==> src/rtl/acc_alu_pkg.sv <==
package acc_alu_pkg;
  localparam int DW     = 8;
  localparam int NW     = 4;
  localparam int NSLICE = DW / NW;
  localparam int OPW    = 4;

  localparam int FZ = 7;
  localparam int FN = 6;
  localparam int FH = 5;
  localparam int FC = 4;

  typedef enum logic [OPW-1:0] {
    OP_ADD = 4'd0,
    OP_ADC = 4'd1,
    OP_SUB = 4'd2,
    OP_SBC = 4'd3,
    OP_AND = 4'd4,
    OP_XOR = 4'd5,
    OP_OR  = 4'd6,
    OP_CMP = 4'd7,
    OP_DAA = 4'd8,
    OP_CPL = 4'd9,
    OP_SCF = 4'd10,
    OP_CCF = 4'd11
  } alu_op_e;

  typedef struct packed {
    logic z;
    logic n;
    logic h;
    logic c;
  } flag_nib_t;
endpackage

==> src/rtl/acc_alu_slice.sv <==
module acc_alu_slice #(
  parameter int W = 4
) (
  input  logic [W-1:0] a_i,
  input  logic [W-1:0] b_i,
  input  logic         ci_i,
  output logic [W-1:0] s_o,
  output logic         co_o
);
  logic [W:0] wide;

  always_comb begin
    wide = {1'b0, a_i} + {1'b0, b_i} + {{W{1'b0}}, ci_i};
    s_o  = wide[W-1:0];
    co_o = wide[W];
  end
endmodule

==> src/rtl/acc_alu_addsub.sv <==
module acc_alu_addsub
  import acc_alu_pkg::*;
#(
  parameter int W  = DW,
  parameter int SW = NW
) (
  input  logic [W-1:0] a_i,
  input  logic [W-1:0] b_i,
  input  logic         sub_i,
  input  logic         cin_i,
  output logic [W-1:0] sum_o,
  output logic         cy_o,
  output logic         hc_o
);
  localparam int NS = W / SW;

  logic [W-1:0] b_eff;
  logic [NS:0]  chain;

  always_comb begin
    b_eff    = sub_i ? ~b_i : b_i;
    chain[0] = sub_i ? ~cin_i : cin_i;
  end

  for (genvar g = 0; g < NS; g++) begin : g_slice
    acc_alu_slice #(.W(SW)) u_slice (
      .a_i (a_i[g*SW +: SW]),
      .b_i (b_eff[g*SW +: SW]),
      .ci_i(chain[g]),
      .s_o (sum_o[g*SW +: SW]),
      .co_o(chain[g+1])
    );
  end

  always_comb begin
    cy_o = sub_i ? ~chain[NS] : chain[NS];
    hc_o = sub_i ? ~chain[1]  : chain[1];
  end
endmodule

==> src/rtl/acc_alu_logic.sv <==
module acc_alu_logic
  import acc_alu_pkg::*;
#(
  parameter int W = DW
) (
  input  logic [W-1:0]   a_i,
  input  logic [W-1:0]   b_i,
  input  logic [OPW-1:0] op_i,
  output logic [W-1:0]   res_o
);
  always_comb begin
    case (op_i)
      OP_AND:  res_o = a_i & b_i;
      OP_XOR:  res_o = a_i ^ b_i;
      default: res_o = a_i | b_i;
    endcase
  end
endmodule

==> src/rtl/acc_alu_decadj.sv <==
module acc_alu_decadj
  import acc_alu_pkg::*;
#(
  parameter int W = DW
) (
  input  logic [W-1:0] a_i,
  input  logic         n_i,
  input  logic         h_i,
  input  logic         c_i,
  output logic [W-1:0] res_o,
  output logic         cy_o
);
  localparam int HW = W / 2;
  localparam logic [HW-1:0] NINE  = HW'(9);
  localparam logic [HW-1:0] EIGHT = HW'(8);
  localparam logic [W-1:0]  LOFIX = W'(6);
  localparam logic [W-1:0]  HIFIX = W'(6) << HW;

  logic [HW-1:0] lo_dig;
  logic [HW-1:0] hi_dig;
  logic          lo_big;
  logic          need_lo;
  logic          need_hi;
  logic [W-1:0]  corr;

  always_comb begin
    lo_dig  = a_i[HW-1:0];
    hi_dig  = a_i[W-1:HW];
    lo_big  = lo_dig > NINE;
    need_lo = h_i || lo_big;
    need_hi = c_i || (hi_dig > NINE) || ((hi_dig > EIGHT) && lo_big);
    corr    = (need_lo ? LOFIX : '0) | (need_hi ? HIFIX : '0);
    res_o   = n_i ? (a_i - corr) : (a_i + corr);
    cy_o    = need_hi;
  end
endmodule

==> src/rtl/acc_alu.sv <==
module acc_alu
  import acc_alu_pkg::*;
(
  input  logic [7:0] acc_i,
  input  logic [7:0] opnd_i,
  input  logic [7:0] flags_i,
  input  logic [3:0] op_i,
  output logic [7:0] result_o,
  output logic [7:0] flags_o,
  output logic       acc_we_o
);
  localparam int LOWBITS = DW - 4;

  flag_nib_t     fin;
  flag_nib_t     fout;
  logic          is_sub;
  logic          use_cin;
  logic [DW-1:0] as_sum;
  logic          as_cy;
  logic          as_hc;
  logic [DW-1:0] lg_res;
  logic [DW-1:0] da_res;
  logic          da_cy;

  always_comb begin
    fin     = flag_nib_t'(flags_i[DW-1:LOWBITS]);
    is_sub  = (op_i == OP_SUB) || (op_i == OP_SBC) || (op_i == OP_CMP);
    use_cin = (op_i == OP_ADC) || (op_i == OP_SBC);
  end

  acc_alu_addsub #(.W(DW), .SW(NW)) u_addsub (
    .a_i  (acc_i),
    .b_i  (opnd_i),
    .sub_i(is_sub),
    .cin_i(use_cin & fin.c),
    .sum_o(as_sum),
    .cy_o (as_cy),
    .hc_o (as_hc)
  );

  acc_alu_logic #(.W(DW)) u_logic (
    .a_i  (acc_i),
    .b_i  (opnd_i),
    .op_i (op_i),
    .res_o(lg_res)
  );

  acc_alu_decadj #(.W(DW)) u_decadj (
    .a_i  (acc_i),
    .n_i  (fin.n),
    .h_i  (fin.h),
    .c_i  (fin.c),
    .res_o(da_res),
    .cy_o (da_cy)
  );

  always_comb begin
    result_o = acc_i;
    fout     = fin;
    acc_we_o = 1'b0;
    case (op_i)
      OP_ADD, OP_ADC, OP_SUB, OP_SBC: begin
        result_o = as_sum;
        fout     = '{z: (as_sum == '0), n: is_sub, h: as_hc, c: as_cy};
        acc_we_o = 1'b1;
      end
      OP_CMP: begin
        fout = '{z: (as_sum == '0), n: 1'b1, h: as_hc, c: as_cy};
      end
      OP_AND, OP_XOR, OP_OR: begin
        result_o = lg_res;
        fout     = '{z: (lg_res == '0), n: 1'b0, h: 1'b0, c: 1'b0};
        acc_we_o = 1'b1;
      end
      OP_DAA: begin
        result_o = da_res;
        fout     = '{z: (da_res == '0), n: fin.n, h: 1'b0, c: da_cy};
        acc_we_o = 1'b1;
      end
      OP_CPL: begin
        result_o = ~acc_i;
        fout     = '{z: fin.z, n: 1'b1, h: 1'b1, c: fin.c};
        acc_we_o = 1'b1;
      end
      OP_SCF: fout = '{z: fin.z, n: 1'b0, h: 1'b0, c: 1'b1};
      OP_CCF: fout = '{z: fin.z, n: 1'b0, h: 1'b0, c: ~fin.c};
      default: ;
    endcase
    flags_o = {fout, {LOWBITS{1'b0}}};
  end
endmodule

==> config.mk <==
export PLATFORM = sky130hd
export DESIGN_NAME = acc_alu
export DESIGN_NICKNAME = d
export VERILOG_FILES = /design/src/rtl/acc_alu_pkg.sv /design/src/rtl/acc_alu_slice.sv /design/src/rtl/acc_alu_addsub.sv /design/src/rtl/acc_alu_logic.sv /design/src/rtl/acc_alu_decadj.sv /design/src/rtl/acc_alu.sv
export SDC_FILE = /design/constraint.sdc
export NUM_CORES = 1
export LEC_CHECK = 0
export BUFFER_PORTS_ARGS = -buffer_cell sky130_fd_sc_hd__buf_2
export CAP_MARGIN = 20
export CORE_ASPECT_RATIO = 1.75
export CORE_UTILIZATION = 35
export DETAILED_ROUTE_END_ITERATION = 8
export GPL_TIMING_DRIVEN = 0
export PLACE_DENSITY = 0.64
export SETUP_SLACK_MARGIN = 0.02
export SLEW_MARGIN = 0
export SYNTH_ARGS = -nofsm -noshare
export SYNTH_HDL_FRONTEND = slang
export SYNTH_SLANG_ARGS = --single-unit
==> constraint.sdc <==
create_clock -name vclk -period 3.4
set_input_delay 0 -clock vclk [all_inputs]
set_output_delay 0 -clock vclk [all_outputs]
set_load 0.01 [all_outputs]
# [Word level (Yosys, flattened, before mapping)]
# Index checks and enable logic that the tools add are counted.
[totals] latchBits=0 ff_bits=0 romBits=0 ram_bits=0 n_memories=0 in_bits=28 elab_cells=56
[op_classes] mux=11 shifts=0 n_mul=0 bitwise_logic=11 eq_ne=11 div_mod_pow=0 n_addsub=6 n_reduce_logical=14 n_lt_le_gt_ge=3
[ops] operator="$pmux W8 S4" count=1
[ops] operator="$pmux W4 S7" count=1
[ops] operator="$logic_not A8 Y1" count=3
[ops] operator="$eq A4 B3 Y1 const B" count=4
[ops] operator="$eq A4 B4 Y1 const B" count=4
[ops] operator="$mux W8" count=2
[ops] operator="$not A8 Y8" count=2
[ops] operator="$or A8 B8 Y8" count=2
[ops] operator="$pmux W8 S2" count=1
[ops] operator="$gt A4 B4 Y1 const B" count=3
[ops] operator="$add A4 B4 Y5" count=2
[ops] operator="$add A5 B1 Y5" count=2
[ops] operator="$reduce_or A9 Y1" count=1
[ops] operator="$add A8 B8 Y8" count=1
[ops] operator="$and A8 B8 Y8" count=1
[ops] operator="$eq A4 B2 Y1 const B" count=2
[ops] operator="$sub A8 B8 Y8" count=1
[ops] operator="$xor A8 B8 Y8" count=1
[ops] operator="$mux W7" count=1
[ops] operator="$logic_or A1 B1 Y1" count=6
[ops] operator="$eq A4 B1 Y1 const B" count=1
[ops] operator="$logic_not A4 Y1" count=1
[ops] operator="$mux W1" count=4
[ops] operator="$not A1 Y1" count=4
[ops] operator="other kinds (5)" count=5

# [Longest topological paths before layout]
[logic_depth] word_depth=10 mapped_depth=18

# [Modules after synthesis]
# A second synthesis with hierarchy kept.
[hier_totals] hier_cells=229 hier_area_um2=1863.0
[by_module_without_submodules] module="acc_alu" area_each_um2=646.9 instances=1 cells_per_inst=83 seq_area_each_um2=0.0
[by_module_without_submodules] module="acc_alu_logic" area_each_um2=451.7 instances=1 cells_per_inst=51 seq_area_each_um2=0.0
[by_module_without_submodules] module="acc_alu_decadj" area_each_um2=369.1 instances=1 cells_per_inst=51 seq_area_each_um2=0.0
[by_module_without_submodules] module="acc_alu_slice" area_each_um2=143.9 instances=2 cells_per_inst=16 seq_area_each_um2=0.0
[by_module_without_submodules] module="acc_alu_addsub" area_each_um2=107.6 instances=1 cells_per_inst=12 seq_area_each_um2=0.0

# [Worst setup path before layout]
# OpenSTA, ideal clock, no wires.
[synth_path] path_type="input -> output" from="in op_i[1]" to="out flags_o[7]" cell_stages=15 slack_ns=-0.257 t_required_ns=3.400 t_arrival_ns=3.657 path_cell_list="buf_2 -> buf_1 -> nand2_1 -> xnor2_1 -> fa_1 -> fa_1 -> a21o_1 -> a21oi_1 -> fa_1 -> fa_1 -> or4bb_1 -> nor2_1 -> nand3_1 -> o31a_1 -> o31ai_2"
[synth_via] elab_chain_cells=9
[synth_lines] element="from (decl)" line="acc_alu.sv:7" rtl="input logic [3:0] op_i,"
[synth_lines] element="$eq A4 B2 Y1, or another cell as far along" line="acc_alu.sv:27, acc_alu.sv:61"
[synth_lines] element="$logic_or A1 B1 Y1, on equally long branches" line="acc_alu.sv:27, acc_alu.sv:28"
[synth_lines] element="$logic_or A1 B1 Y1 or $and A1 B1 Y1 (tied branches)" line="acc_alu.sv:27, acc_alu.sv:35"
[synth_lines] element="$mux W8 or $not A1 Y1 (tied branches)" line="acc_alu_addsub.sv:21, acc_alu_addsub.sv:22"
[synth_lines] element="$add A4 B4 Y5 or $mux W1 (tied branches)" line="acc_alu_slice.sv:13, acc_alu_addsub.sv:22"
[synth_lines] element="$add A5 B1 Y5 (2 in series)" line="acc_alu_slice.sv:13" rtl="wide = {1'b0, a_i} + {1'b0, b_i} + {{W{1'b0}}, ci_i};"
[synth_lines] element="$logic_not A8 Y1" line="acc_alu.sv:64, acc_alu.sv:68"
[synth_lines] element="$pmux W4 S7 (*)" line="acc_alu.sv:61" rtl="case (op_i)"
[synth_lines] element="to (decl)" line="acc_alu.sv:9" rtl="output logic [7:0] flags_o,"
# Every way passes the cells marked *; elsewhere a longest branch is shown, timed or not.

# [Final worst setup path]
# Same ends and word-level chain as after synthesis.

==> impl_metrics.py <==
metrics = {
    "sta": {
        "finalMaxSlewViolations": 0,
        "holdWs_ps": 398,
        "worst_pin_slew_ps": 725,
        "rsz0062_at_grt": "true",
        "hold_viol": 0,
        "timing.fmax_mhz": 290,
        "relSlewSlack_pct": 51.5,
        "setup_violations": 1,
        "fin_crit_ps": 3440,
        "post-route-period-util_pct": 101,
        "final.setup.worst_slack_ps": -43.3,
    },
    "critical_path": {
        "crit_family": "adder cells",
        "worstSetupEndpointType": "output port",
        "path_buf_inv": 3,
        "setup.worst_path.start": "op_i[1]",
        "crit_fanout": 6,
        "critical_path.max_stage_delay_ps": 520,
        "start_kind": "input pin",
        "cpMostUsedCell": "fa_2",
        "cpMaxStageDelayCell": "fa_1",
        "crit_chain": "buf_8 > buf_8 > nand2_4 > a21oi_4 > nand2_4 > xnor2_4 > fa_2 > fa_2 > a21o_1 > a21oi_4 > fa_2 > fa_1 > or4bb_1 > nor2_1 > nand3_1 > o31a_1 > o31ai_2 > buf_2",
        "cp.required_ps": 3400,
        "worstSetupEndpoint": "flags_o[7]",
        "crit_type": "in2out",
        "crit_arrival_ps": 3440,
        "cp_num_cells": 18,
    },
    "global_routing": {
        "grt_max_degree": 15,
        "grt_usage_pct": 24.5,
        "grt_overflow": 0,
        "grt_pass1_vias": 2356,
        "grt_pass1_wl_um": 10800,
        "antenna_found_initial": 0,
    },
    "pwr": {
        "ir_worst_vdd_v": 0.0000944,
        "power_density_nw_per_um2": 187,
        "p_leak_nw": 1.19,
    },
    "floorplanning": {
        "dieArea_um2": 5510,
        "core_um2": 4980,
        "fp.dieW_um": 56.6,
        "ios": 45,
        "fp.dieH_um": 97.5,
        "initial_utilization_pct": 36.6,
        "rows": 34,
    },
    "finish": {
        "fillCellCount": 534,
        "final_area_um2": 2450,
        "fin_nets": 389,
        "multi_input_area_um2": 1780,
        "nClkBuffers": 0,
        "diodes": 0,
        "regArea_um2": 0,
        "drive_above_1_share_pct": 28.1,
        "seq_cells": 0,
        "area_delta_synth_final_pct": 34.4,
    },
    "logic_synthesis": {
        "avgSynthCellArea_um2": 6.83,
        "syn_inst": 267,
        "yosysWarningCount": 0,
        "synth_cell_types": 49,
        "yosysSeqAreaShare_pct": 0,
        "netlist_area_um2": 1820,
    },
    "placed_design": {
        "dp_hpwl_um": 5200,
        "dp_slack_ps": -855,
        "placed_cell_area_um2": 2090,
        "port_buffers": 37,
        "place_congestion": 0.917,
    },
    "clocking": {
        "ctsHoldBuffers": 0,
    },
    "run_status": {
        "violations": "setup timing",
        "status": "complete, but fails checks",
    },
    "hold_path": {
        "hp-class": "in2out",
    },
    "routing": {
        "viasPerCell": 5.93,
        "ant_nets": 0,
        "wl_per_cell_um": 18.0,
        "num_vias": 2241,
        "wl_um": 6820,
        "drc": 0,
        "drt_iter0_markers": 84,
        "first_pass_iters": 5,
    },
    "job": {
        "maxCapViolCount": 0,
    },
}
==> layer usage <==
metal	up-vias	track usage, %	wire, um
li1	1072	-	-
met1	1064	24.2	2390
met2	85	48.5	3810
met3	20	1.20	324
met4	0	12.6	289
met5	-	0	0
==> through the flow <==
step | util (%) | total power, mW | instances | TNS (ps)
after global placement | 42.1 | 0.378 | 361 | -3490
after detailed placement | 42.1 | 0.382 | 361 | -3450
final | 49.2 | 0.458 | 378 | -43.3
after floorplan | - | 0.261 | 270 | 0
after global routing | 49.2 | 0.495 | 378 | -339
after CTS | 47.8 | 0.431 | 375 | -134
==> worst min path at each step <==
stage | endpoint | cells past startpoint | start
3_3_place_gp | flags_o[4] | 3 | flags_i[4]
4_1_cts | flags_o[5] | 4 | flags_i[5]
6_report | flags_o[5] | 4 | flags_i[5]
2_1_floorplan | result_o[7] | 2 | acc_i[7]
3_5_place_dp | flags_o[4] | 3 | flags_i[4]
5_1_grt | flags_o[5] | 4 | flags_i[5]
==> Yosys cell counts, types with 2 or more instances <==
library cell,number,share of area (%)
o31ai_1,2,0.82
mux2i_1,6,3.3
buf_2,2,0.55
a22oi_1,3,1.2
nor2_4,2,1.2
nand2_1,28,5.8
buf_1,2,0.41
a31oi_1,4,1.4
nand2b_1,2,0.69
a21oi_1,22,6.0
a222oi_1,2,1.1
a32oi_1,2,0.96
nor2b_1,4,1.4
nor3b_1,2,0.82
buf_4,4,1.6
clkbuf_1,7,1.4
ha_1,31,21
nor4_1,2,0.69
a211o_1,3,1.4
and2_1,2,0.69
xnor2_1,13,6.2
o31a_1,3,1.4
xor2_1,4,1.9
a21o_1,4,1.6
nor2_1,12,2.5
a211oi_1,2,0.82
nand3_1,3,0.82
o211ai_1,2,0.82
a221oi_1,3,1.4
o21ai_0,24,6.6
o22ai_1,3,1.0
or4_1,3,1.2
o21a_1,3,1.2
inv_1,28,5.8
or2_2,3,1.0
fa_1,4,4.4
nor3_1,9,2.5
==> area by class of cell <==
class	instances	share of cell area (%)
Multi-Input combinational cell	227	72.7
Inverter	28	4.29
Buffer	13	5.98
Timing Repair Buffer	56	14.3
Tap cell	54	2.76
==> kinds of logic after synthesis <==
group	count (synthesis)	synth area share [%]
AOI/OAI and AO/OA	87	30.7
other	1	0.206
and+or+nand+nor	78	22.1
xor gates and xnor gates	17	8.17
adders and majority gates	35	25.7
buffers and inverters	43	9.82
muxes	6	3.29
==> layout by cell type (no fill, tap or decap), types with 6 or more instances in the layout <==
master,instances
inv_1,28
nand2_1,23
nor2_1,11
buf_2,34
nor3_1,9
xnor2_1,11
mux2i_1,6
buf_4,23
o21ai_0,23
ha_1,31
a21oi_1,19
==> where the power goes <==
part,total [mW],internal [mW],switching [mW]
clock,0,0,0
combinational,0.458,0.206,0.252
sequential,0,0,0
total,0.458,0.206,0.252
==> what timing repair did <==
action / in CTS / in global routing
gates resized for setup: 46 / 11
setup endpoints to repair: 6 / 5
pin swaps: 14 / 20
buffers inserted: 15 / 4
Power figures use the tool's default switching activity.
